--- config.mk ---
export PLATFORM = sky130hd
export DESIGN_NAME = flash_pe_ctrl
export DESIGN_NICKNAME = d
export VERILOG_FILES = /design/src/rtl/flc_pkg.sv /design/src/rtl/flc_key_guard.sv /design/src/rtl/flc_op_seq.sv /design/src/rtl/flash_pe_ctrl.sv
export SDC_FILE = /design/constraint.sdc
export NUM_CORES = 1
export LEC_CHECK = 0
export ABC_AREA = 1
export BUFFER_PORTS_ARGS = -buffer_cell sky130_fd_sc_hd__buf_2
export CAP_MARGIN = 10
export CELL_PAD_IN_SITES_DETAIL_PLACEMENT = 1
export CELL_PAD_IN_SITES_GLOBAL_PLACEMENT = 2
export CORE_ASPECT_RATIO = 0.9
export CORE_UTILIZATION = 28
export DETAILED_ROUTE_END_ITERATION = 8
export PLACE_DENSITY_LB_ADDON = 0.1
export SYNTH_ARGS = -nofsm -noshare
export SYNTH_HDL_FRONTEND = slang
export SYNTH_SLANG_ARGS = --single-unit
--- constraint.sdc ---
create_clock -name clk -period 2.6 [get_ports clk]
set_clock_uncertainty 0.2 [all_clocks]
set_input_delay 0.39 -clock clk [delete_from_list [all_inputs] [get_ports clk]]
set_output_delay 0.39 -clock clk [all_outputs]
set_load 0.05 [all_outputs]
--- src/rtl/flc_pkg.sv ---
package flc_pkg;
    // register selects
    localparam logic [2:0] RS_KEY  = 3'd0;
    localparam logic [2:0] RS_CTRL = 3'd1;
    localparam logic [2:0] RS_ADDR = 3'd2;
    localparam logic [2:0] RS_STAT = 3'd3;
    localparam logic [2:0] RS_DATA = 3'd4;

    // control bit positions
    localparam int CB_PROG  = 0;
    localparam int CB_PAGE  = 1;
    localparam int CB_MASS  = 2;
    localparam int CB_START = 6;
    localparam int CB_LOCK  = 7;

    // status bit positions
    localparam int SB_BUSY  = 0;
    localparam int SB_PGERR = 2;
    localparam int SB_WPERR = 4;
    localparam int SB_EOP   = 5;

    localparam logic [15:0] ERASED_HW = 16'hFFFF;

    typedef enum logic [1:0] {LK_LOCKED, LK_HALF, LK_OPEN, LK_DEAD} lock_st_e;
    typedef enum logic [1:0] {OP_IDLE, OP_PROG, OP_PAGE, OP_MASS} op_st_e;
endpackage

--- src/rtl/flc_key_guard.sv ---
module flc_key_guard
    import flc_pkg::*;
#(
    parameter logic [31:0] KEY_FIRST  = 32'hA5C3_1E0F,
    parameter logic [31:0] KEY_SECOND = 32'h5A3C_E1F0
) (
    input  logic        clk,
    input  logic        rst_n,
    input  logic        key_we,
    input  logic [31:0] key_val,
    input  logic        relock,
    output logic        unlocked
);
    lock_st_e st_q, st_d;

    always_comb begin
        st_d = st_q;
        unique case (st_q)
            LK_LOCKED: if (key_we) st_d = (key_val == KEY_FIRST) ? LK_HALF : LK_DEAD;
            LK_HALF:   if (key_we) st_d = (key_val == KEY_SECOND) ? LK_OPEN : LK_DEAD;
            LK_OPEN: begin
                if (key_we)      st_d = LK_DEAD;
                else if (relock) st_d = LK_LOCKED;
            end
            LK_DEAD:   st_d = LK_DEAD;
        endcase
    end

    always_ff @(posedge clk or negedge rst_n) begin
        if (!rst_n) st_q <= LK_LOCKED;
        else        st_q <= st_d;
    end

    always_comb unlocked = (st_q == LK_OPEN);

    // a frozen lock is left only through reset
    p_dead_sticky_r3: assert property (@(posedge clk) disable iff (!rst_n)
        (st_q == LK_DEAD) |=> (st_q == LK_DEAD));

    // opening is reached only from the half-unlocked state
    p_open_after_half_r2: assert property (@(posedge clk) disable iff (!rst_n)
        $rose(unlocked) |-> $past(st_q == LK_HALF));
endmodule

--- src/rtl/flc_op_seq.sv ---
module flc_op_seq
    import flc_pkg::*;
#(
    parameter int ADDR_W       = 10,
    parameter int PAGE_W       = 5,
    parameter int MAIN_PAGES   = 28,
    parameter int PROG_CYCLES  = 6,
    parameter int ERASE_CYCLES = 20
) (
    input  logic              clk,
    input  logic              rst_n,
    input  logic              go_prog,
    input  logic              go_page,
    input  logic              go_mass,
    input  logic [ADDR_W-1:0] tgt_addr,
    input  logic [15:0]       prog_data,
    output logic              busy,
    output logic              done,
    output logic [ADDR_W-1:0] mem_addr,
    output logic [15:0]       mem_wdata,
    output logic              mem_prog,
    output logic              mem_page_erase
);
    localparam int PG_IDX_W = ADDR_W - PAGE_W;
    localparam int MAXC     = (PROG_CYCLES > ERASE_CYCLES) ? PROG_CYCLES : ERASE_CYCLES;
    localparam int CNT_W    = $clog2(MAXC + 1);
    localparam logic [CNT_W-1:0]    PROG_LD   = CNT_W'(PROG_CYCLES - 1);
    localparam logic [CNT_W-1:0]    ERASE_LD  = CNT_W'(ERASE_CYCLES - 1);
    localparam logic [PG_IDX_W-1:0] LAST_MAIN = PG_IDX_W'(MAIN_PAGES - 1);

    op_st_e                st_q, st_d;
    logic [CNT_W-1:0]      cnt_q, cnt_d;
    logic [PG_IDX_W-1:0]   page_q, page_d;
    logic [ADDR_W-1:0]     tgt_q;
    logic [15:0]           data_q;
    logic                  last;

    always_comb last = (cnt_q == '0);

    // next state
    always_comb begin
        st_d   = st_q;
        cnt_d  = cnt_q;
        page_d = page_q;
        unique case (st_q)
            OP_IDLE: begin
                if (go_mass) begin
                    st_d = OP_MASS; cnt_d = ERASE_LD; page_d = '0;
                end else if (go_page) begin
                    st_d = OP_PAGE; cnt_d = ERASE_LD;
                end else if (go_prog) begin
                    st_d = OP_PROG; cnt_d = PROG_LD;
                end
            end
            OP_PROG, OP_PAGE: begin
                if (last) st_d = OP_IDLE;
                else      cnt_d = cnt_q - 1'b1;
            end
            OP_MASS: begin
                if (!last) begin
                    cnt_d = cnt_q - 1'b1;
                end else if (page_q == LAST_MAIN) begin
                    st_d = OP_IDLE;
                end else begin
                    page_d = page_q + 1'b1;
                    cnt_d  = ERASE_LD;
                end
            end
        endcase
    end

    // state register
    always_ff @(posedge clk or negedge rst_n) begin
        if (!rst_n) begin
            st_q   <= OP_IDLE;
            cnt_q  <= '0;
            page_q <= '0;
            tgt_q  <= '0;
            data_q <= '0;
        end else begin
            st_q   <= st_d;
            cnt_q  <= cnt_d;
            page_q <= page_d;
            if (st_q == OP_IDLE && (go_prog || go_page)) tgt_q <= tgt_addr;
            if (st_q == OP_IDLE && go_prog)              data_q <= prog_data;
        end
    end

    // outputs
    always_comb begin
        busy           = 1'b0;
        done           = 1'b0;
        mem_prog       = 1'b0;
        mem_page_erase = 1'b0;
        mem_addr       = tgt_addr;
        mem_wdata      = data_q;
        unique case (st_q)
            OP_IDLE: mem_addr = tgt_addr;
            OP_PROG: begin
                busy = 1'b1; mem_addr = tgt_q;
                mem_prog = last; done = last;
            end
            OP_PAGE: begin
                busy = 1'b1; mem_addr = tgt_q;
                mem_page_erase = last; done = last;
            end
            OP_MASS: begin
                busy = 1'b1; mem_addr = {page_q, {PAGE_W{1'b0}}};
                mem_page_erase = last; done = last && (page_q == LAST_MAIN);
            end
        endcase
    end

    // no erase strobe ever reaches an information page
    p_info_safe_r9: assert property (@(posedge clk) disable iff (!rst_n)
        mem_page_erase |-> (mem_addr[ADDR_W-1:PAGE_W] <= LAST_MAIN));

    // mass erase advances one page at a time
    p_mass_step_r10: assert property (@(posedge clk) disable iff (!rst_n)
        (st_q == OP_MASS && last && page_q != LAST_MAIN) |=> (page_q == $past(page_q) + 1'b1));
endmodule

--- src/rtl/flash_pe_ctrl.sv ---
module flash_pe_ctrl
    import flc_pkg::*;
#(
    parameter int          ADDR_W       = 10,
    parameter int          PAGE_W       = 5,
    parameter int          MAIN_PAGES   = 28,
    parameter int          PROG_CYCLES  = 6,
    parameter int          ERASE_CYCLES = 20,
    parameter logic [31:0] KEY_FIRST    = 32'hA5C3_1E0F,
    parameter logic [31:0] KEY_SECOND   = 32'h5A3C_E1F0
) (
    input  logic              clk,
    input  logic              rst_n,
    input  logic [2:0]        reg_sel,
    input  logic              reg_we,
    input  logic [31:0]       reg_wdata,
    output logic [31:0]       reg_rdata,
    output logic [ADDR_W-1:0] mem_addr,
    output logic [15:0]       mem_wdata,
    input  logic [15:0]       mem_rdata,
    output logic              mem_prog,
    output logic              mem_page_erase
);
    localparam int PG_IDX_W = ADDR_W - PAGE_W;
    localparam logic [PG_IDX_W-1:0] LAST_MAIN = PG_IDX_W'(MAIN_PAGES - 1);

    logic wr_key, wr_ctrl, wr_addr, wr_stat, wr_data, gated;
    logic unlocked, op_busy, op_done, ok_cfg;
    logic relock, start_req, page_req, prog_req, info_hit, blank;
    logic go_prog, go_page, go_mass, set_pgerr, set_wperr;
    logic [2:0]        ctrl_q;
    logic [ADDR_W-1:0] addr_q;
    logic              pgerr_q, wperr_q, eop_q;

    always_comb begin
        wr_key  = reg_we && (reg_sel == RS_KEY);
        wr_ctrl = reg_we && (reg_sel == RS_CTRL);
        wr_addr = reg_we && (reg_sel == RS_ADDR);
        wr_stat = reg_we && (reg_sel == RS_STAT);
        wr_data = reg_we && (reg_sel == RS_DATA);
        gated   = wr_ctrl || wr_addr || wr_data;
        ok_cfg  = unlocked && !op_busy;

        relock    = wr_ctrl && ok_cfg && reg_wdata[CB_LOCK];
        start_req = wr_ctrl && ok_cfg && !reg_wdata[CB_LOCK] && reg_wdata[CB_START];
        go_mass   = start_req && reg_wdata[CB_MASS];
        page_req  = start_req && !reg_wdata[CB_MASS] && reg_wdata[CB_PAGE];
        info_hit  = addr_q[ADDR_W-1:PAGE_W] > LAST_MAIN;
        go_page   = page_req && !info_hit;
        prog_req  = wr_data && ok_cfg && ctrl_q[CB_PROG];
        blank     = (mem_rdata == ERASED_HW);
        go_prog   = prog_req && blank;
        set_pgerr = prog_req && !blank;
        set_wperr = (gated && !unlocked) || (page_req && info_hit);
    end

    flc_key_guard #(
        .KEY_FIRST (KEY_FIRST),
        .KEY_SECOND(KEY_SECOND)
    ) u_guard (
        .clk     (clk),
        .rst_n   (rst_n),
        .key_we  (wr_key),
        .key_val (reg_wdata),
        .relock  (relock),
        .unlocked(unlocked)
    );

    flc_op_seq #(
        .ADDR_W      (ADDR_W),
        .PAGE_W      (PAGE_W),
        .MAIN_PAGES  (MAIN_PAGES),
        .PROG_CYCLES (PROG_CYCLES),
        .ERASE_CYCLES(ERASE_CYCLES)
    ) u_seq (
        .clk           (clk),
        .rst_n         (rst_n),
        .go_prog       (go_prog),
        .go_page       (go_page),
        .go_mass       (go_mass),
        .tgt_addr      (addr_q),
        .prog_data     (reg_wdata[15:0]),
        .busy          (op_busy),
        .done          (op_done),
        .mem_addr      (mem_addr),
        .mem_wdata     (mem_wdata),
        .mem_prog      (mem_prog),
        .mem_page_erase(mem_page_erase)
    );

    always_ff @(posedge clk or negedge rst_n) begin
        if (!rst_n) begin
            ctrl_q  <= '0;
            addr_q  <= '0;
            pgerr_q <= 1'b0;
            wperr_q <= 1'b0;
            eop_q   <= 1'b0;
        end else begin
            if (relock)                   ctrl_q <= '0;
            else if (wr_ctrl && ok_cfg)   ctrl_q <= reg_wdata[2:0];
            if (wr_addr && ok_cfg)        addr_q <= reg_wdata[ADDR_W-1:0];
            pgerr_q <= set_pgerr | (pgerr_q & ~(wr_stat & reg_wdata[SB_PGERR]));
            wperr_q <= set_wperr | (wperr_q & ~(wr_stat & reg_wdata[SB_WPERR]));
            eop_q   <= op_done   | (eop_q   & ~(wr_stat & reg_wdata[SB_EOP]));
        end
    end

    always_comb begin
        reg_rdata = '0;
        unique case (reg_sel)
            RS_CTRL: begin
                reg_rdata[CB_LOCK] = !unlocked;
                reg_rdata[2:0]     = ctrl_q;
            end
            RS_ADDR: reg_rdata[ADDR_W-1:0] = addr_q;
            RS_STAT: begin
                reg_rdata[SB_BUSY]  = op_busy;
                reg_rdata[SB_PGERR] = pgerr_q;
                reg_rdata[SB_WPERR] = wperr_q;
                reg_rdata[SB_EOP]   = eop_q;
            end
            default: reg_rdata = '0;
        endcase
    end

    // a blocked control write leaves the control bits alone
    p_locked_ctrl_hold_r4: assert property (@(posedge clk) disable iff (!rst_n)
        (wr_ctrl && !unlocked) |=> $stable(ctrl_q));

    // every blocked write is flagged
    p_locked_flag_r4: assert property (@(posedge clk) disable iff (!rst_n)
        (gated && !unlocked) |=> wperr_q);

    // the address register is frozen while busy
    p_busy_addr_hold_r12: assert property (@(posedge clk) disable iff (!rst_n)
        (op_busy && wr_addr) |=> $stable(addr_q));

    // completion raises end-of-operation as busy falls
    p_done_eop_r6: assert property (@(posedge clk) disable iff (!rst_n)
        op_done |=> (eop_q && !op_busy));

    // a rejected program never starts a busy period
    p_pgerr_idle_r7: assert property (@(posedge clk) disable iff (!rst_n)
        set_pgerr |=> (pgerr_q && !op_busy));
endmodule

==> flow_summary.toml <==
[setup_path]
r2r_end = "u_seq.tgt_q[2]"
reg2regPathDepth = 9
r2r_start = "u_seq.st_q[0]"
cp-end-kind = "primary output"
crit_arrival_ns = 1.89
worst-setup-path-type = "reg -> out"
cp_max_fo = 10
reg2reg_slack_ns = 0.25
crit_start = "u_seq.st_q[0]"
cp_cell_sequence = "inv_1, ha_4, clkinvlp_4, buf_4, o21ai_0, buf_2"
endpoint = "mem_addr[1]"
cpPeakStageDelay_ns = 0.42
cp.required_ns = 2.01
startpoint_type = "flop"
worst_path_max_delay_cell = "dfrtp_1"

[placed_design]
gp_congestion = 0.776
place_area_um2 = 3980
dp_cells = 681
dpl.hpwl_um = 8270
numPortBuffers = 91

[final_layout]
drive_above_1_share_pct = 25.9
finalNetCount = 596
instances_no_fill = 692
antennaDiodeCount = 0
area_delta_synth_final_pct = 24.0
final_area_um2 = 4230

[synth]
synthArstFlopShare_pct = 100
synth_area_leader_cell = "dfrtp_1"
synth_ff_type = "dfrtp_1"
avgSynthCellArea_um2 = 7.78
synthesis.area_um2 = 3410
synth.top_cells.by_count = "nand2_1, dfrtp_1, inv_1"
synth_top_area_share_pct = 41.1
yosysWarnings = 0
yosysMostFrequentCell = "nand2_1"
ys_ff_latch = 56
netlist_top_cells_area = "dfrtp_1, nand2_1, o21ai_0, inv_1, buf_4"
synth.distinct_cells = 35
synth_edf_count = 0
synth-seq-area-share_pct = 41.1
synth_cells = 438

[grt]
overflow = 0
grt_max_degree = 57
grt_use_total_pct = 17.3
grt_pass1_wl_um = 17200
antenna_found_initial = 0
first_global_vias = 3455

[detailed_routing]
initialDrtViolationCount = 110
vias = 3205
remaining_drc_errors = 0
ant_nets = 0
wl_per_cell_um = 15.0
wl_um = 10400
drt-vias-per-instance = 4.63
dr.pass1.iters = 4

[floorplan]
die_x_um = 118
fp.dieH_um = 107
initial_core_util_pct = 29.3
core-area_um2 = 11600
rows = 37
ioPinCount = 114
dieArea_um2 = 12600

[cts]
cts.path.max_buffers = 2
h-tree-depth = 2
tritoncts = "done"
cts-root-buf = "clkbuf_16"
clkTransAtPathRegs_ns = 0.08
worstSkewPairLatency_ns = 0.30
cts_buffers = 5
clock-sinks = 56

[timing]
final.period_utilization_pct = 95.5
fmax_mhz = 403
setup_viol = 0
period_minus_slack_ns = 2.48
finalHoldViolCount = 0
final-max-slew-violation-count = 0
tns_ns = 0

[power_and_ir_drop]
ir_worst_vdd_uv = 217
p_leak_nw = 2.17
p_per_area_nw_per_um2 = 470

[outcome]
status = "complete, no violations"

[flow_run]
drv_cap = 0

[min_path]
hp-class = "in -> reg"
-- registers in the layout, indices dropped and copies added, names as in the netlist, 2 cells and up --
| signal | cells |
|---|---|
| u_seq.st_q | 2 |
| u_seq.tgt_q | 10 |
| u_guard.st_q | 2 |
| ctrl_q | 3 |
| u_seq.cnt_q | 5 |
| u_seq.mem_wdata | 16 |
| u_seq.page_q | 5 |
| addr_q | 10 |
-- per-stage QoR --
step | util (%) | total power [mW] | setup slack (ns) | hold WS, ns
6_report | 36.4 | 1.99 | 0.117 | 0.119
3_3_place_gp | 34.3 | 1.11 | 0.246 | 0.226
2_1_floorplan | - | 1.04 | -0.181 | -0.106
3_5_place_dp | 34.3 | 1.12 | 0.0528 | 0.227
5_1_grt | 36.4 | 2.07 | -0.00454 | 0.128
4_1_cts | 36.2 | 2.02 | 0.00922 | 0.117
-- area by class of cell --
class                           count  area (µm²)
Sequential cell                    56        1400
Multi-Input combinational cell    316        1660
Clock inverter                      3        68.8
Timing Repair Buffer              103         571
Fill cell                        1452        7390
Inverter                           53         203
Clock buffer                        5         125
Tap cell                          156         195
-- routing by layer --
layer / track usage, % / share of wire (%)
met4: 3.48 / 0.75
met3: 3.72 / 4.8
met5: 0 / 0
met2: 29.7 / 46
met1: 22.4 / 49
-- critical path, delay by kind of cell, from the launching register on --
| kind | cells | cell delay, ns |
|---|---|---|
| buffers and inverters | 4 | 0.75 |
| flip-flops | 1 | 0.42 |
| adder cells (fa/ha/maj) | 1 | 0.24 |
| AO/OA/AOI/OAI | 1 | 0.19 |
-- timing repair --
action / CTS / global route
hold buffers: 1 / 0
setup endpoints to repair: 11 / 11
gates resized for setup: 2 / 5
setup buffers: 2 / 0
hold endpoints to repair: 56 / 0
-- worst min path at each step --
stage | start | end | slack, ns | cells past startpoint
2_1_floorplan | rst_n | addr_q[0] | -0.11 | 0
6_report | reg_wdata[14] | u_seq.mem_wdata[14] | 0.12 | 3
3_5_place_dp | rst_n | u_seq.tgt_q[2] | 0.23 | 2
3_3_place_gp | rst_n | u_seq.tgt_q[0] | 0.23 | 2
5_1_grt | reg_wdata[8] | u_seq.mem_wdata[8] | 0.13 | 3
4_1_cts | reg_wdata[14] | u_seq.mem_wdata[14] | 0.12 | 3
-- cell families (layout without fill, tap and decap cells) --
group	after synthesis	in the layout	synth area share, %
AND/OR/NAND/NOR	208	208	29.1
buffers and inverters	87	164	12.7
AO/OA/AOI/OAI	75	75	13.3
flip-flops	56	56	41.1
adder cells (fa/ha/maj)	7	7	2.57
XOR/XNOR	4	4	1.03
other	1	22	0.110
-- power by group --
group	switching (mW)	total [mW]	internal [mW]
logic	0.168	0.219	0.0506
registers	0.00260	0.879	0.876
clock network	0.335	0.891	0.556
-- cell usage in the layout, fill, tap and decap left out, drive strengths merged --
cell,n
nand2,125
buf,98
dfrtp,56
inv,53
o21ai,52
nor2,28
conb,22
nand3,22
nand4,17
clkbuf,9
o211ai,7
o22ai,7
nor4,7
ha,7
nor3,7
a21oi,4
xor2,3
o221ai,2
o31ai,2
bufinv,2
clkinvlp,1
or2,1
xnor2,1
a21boi,1
nand3b,1
dlygate4sd3,1
No activity file was read; power rests on OpenSTA's default activity.
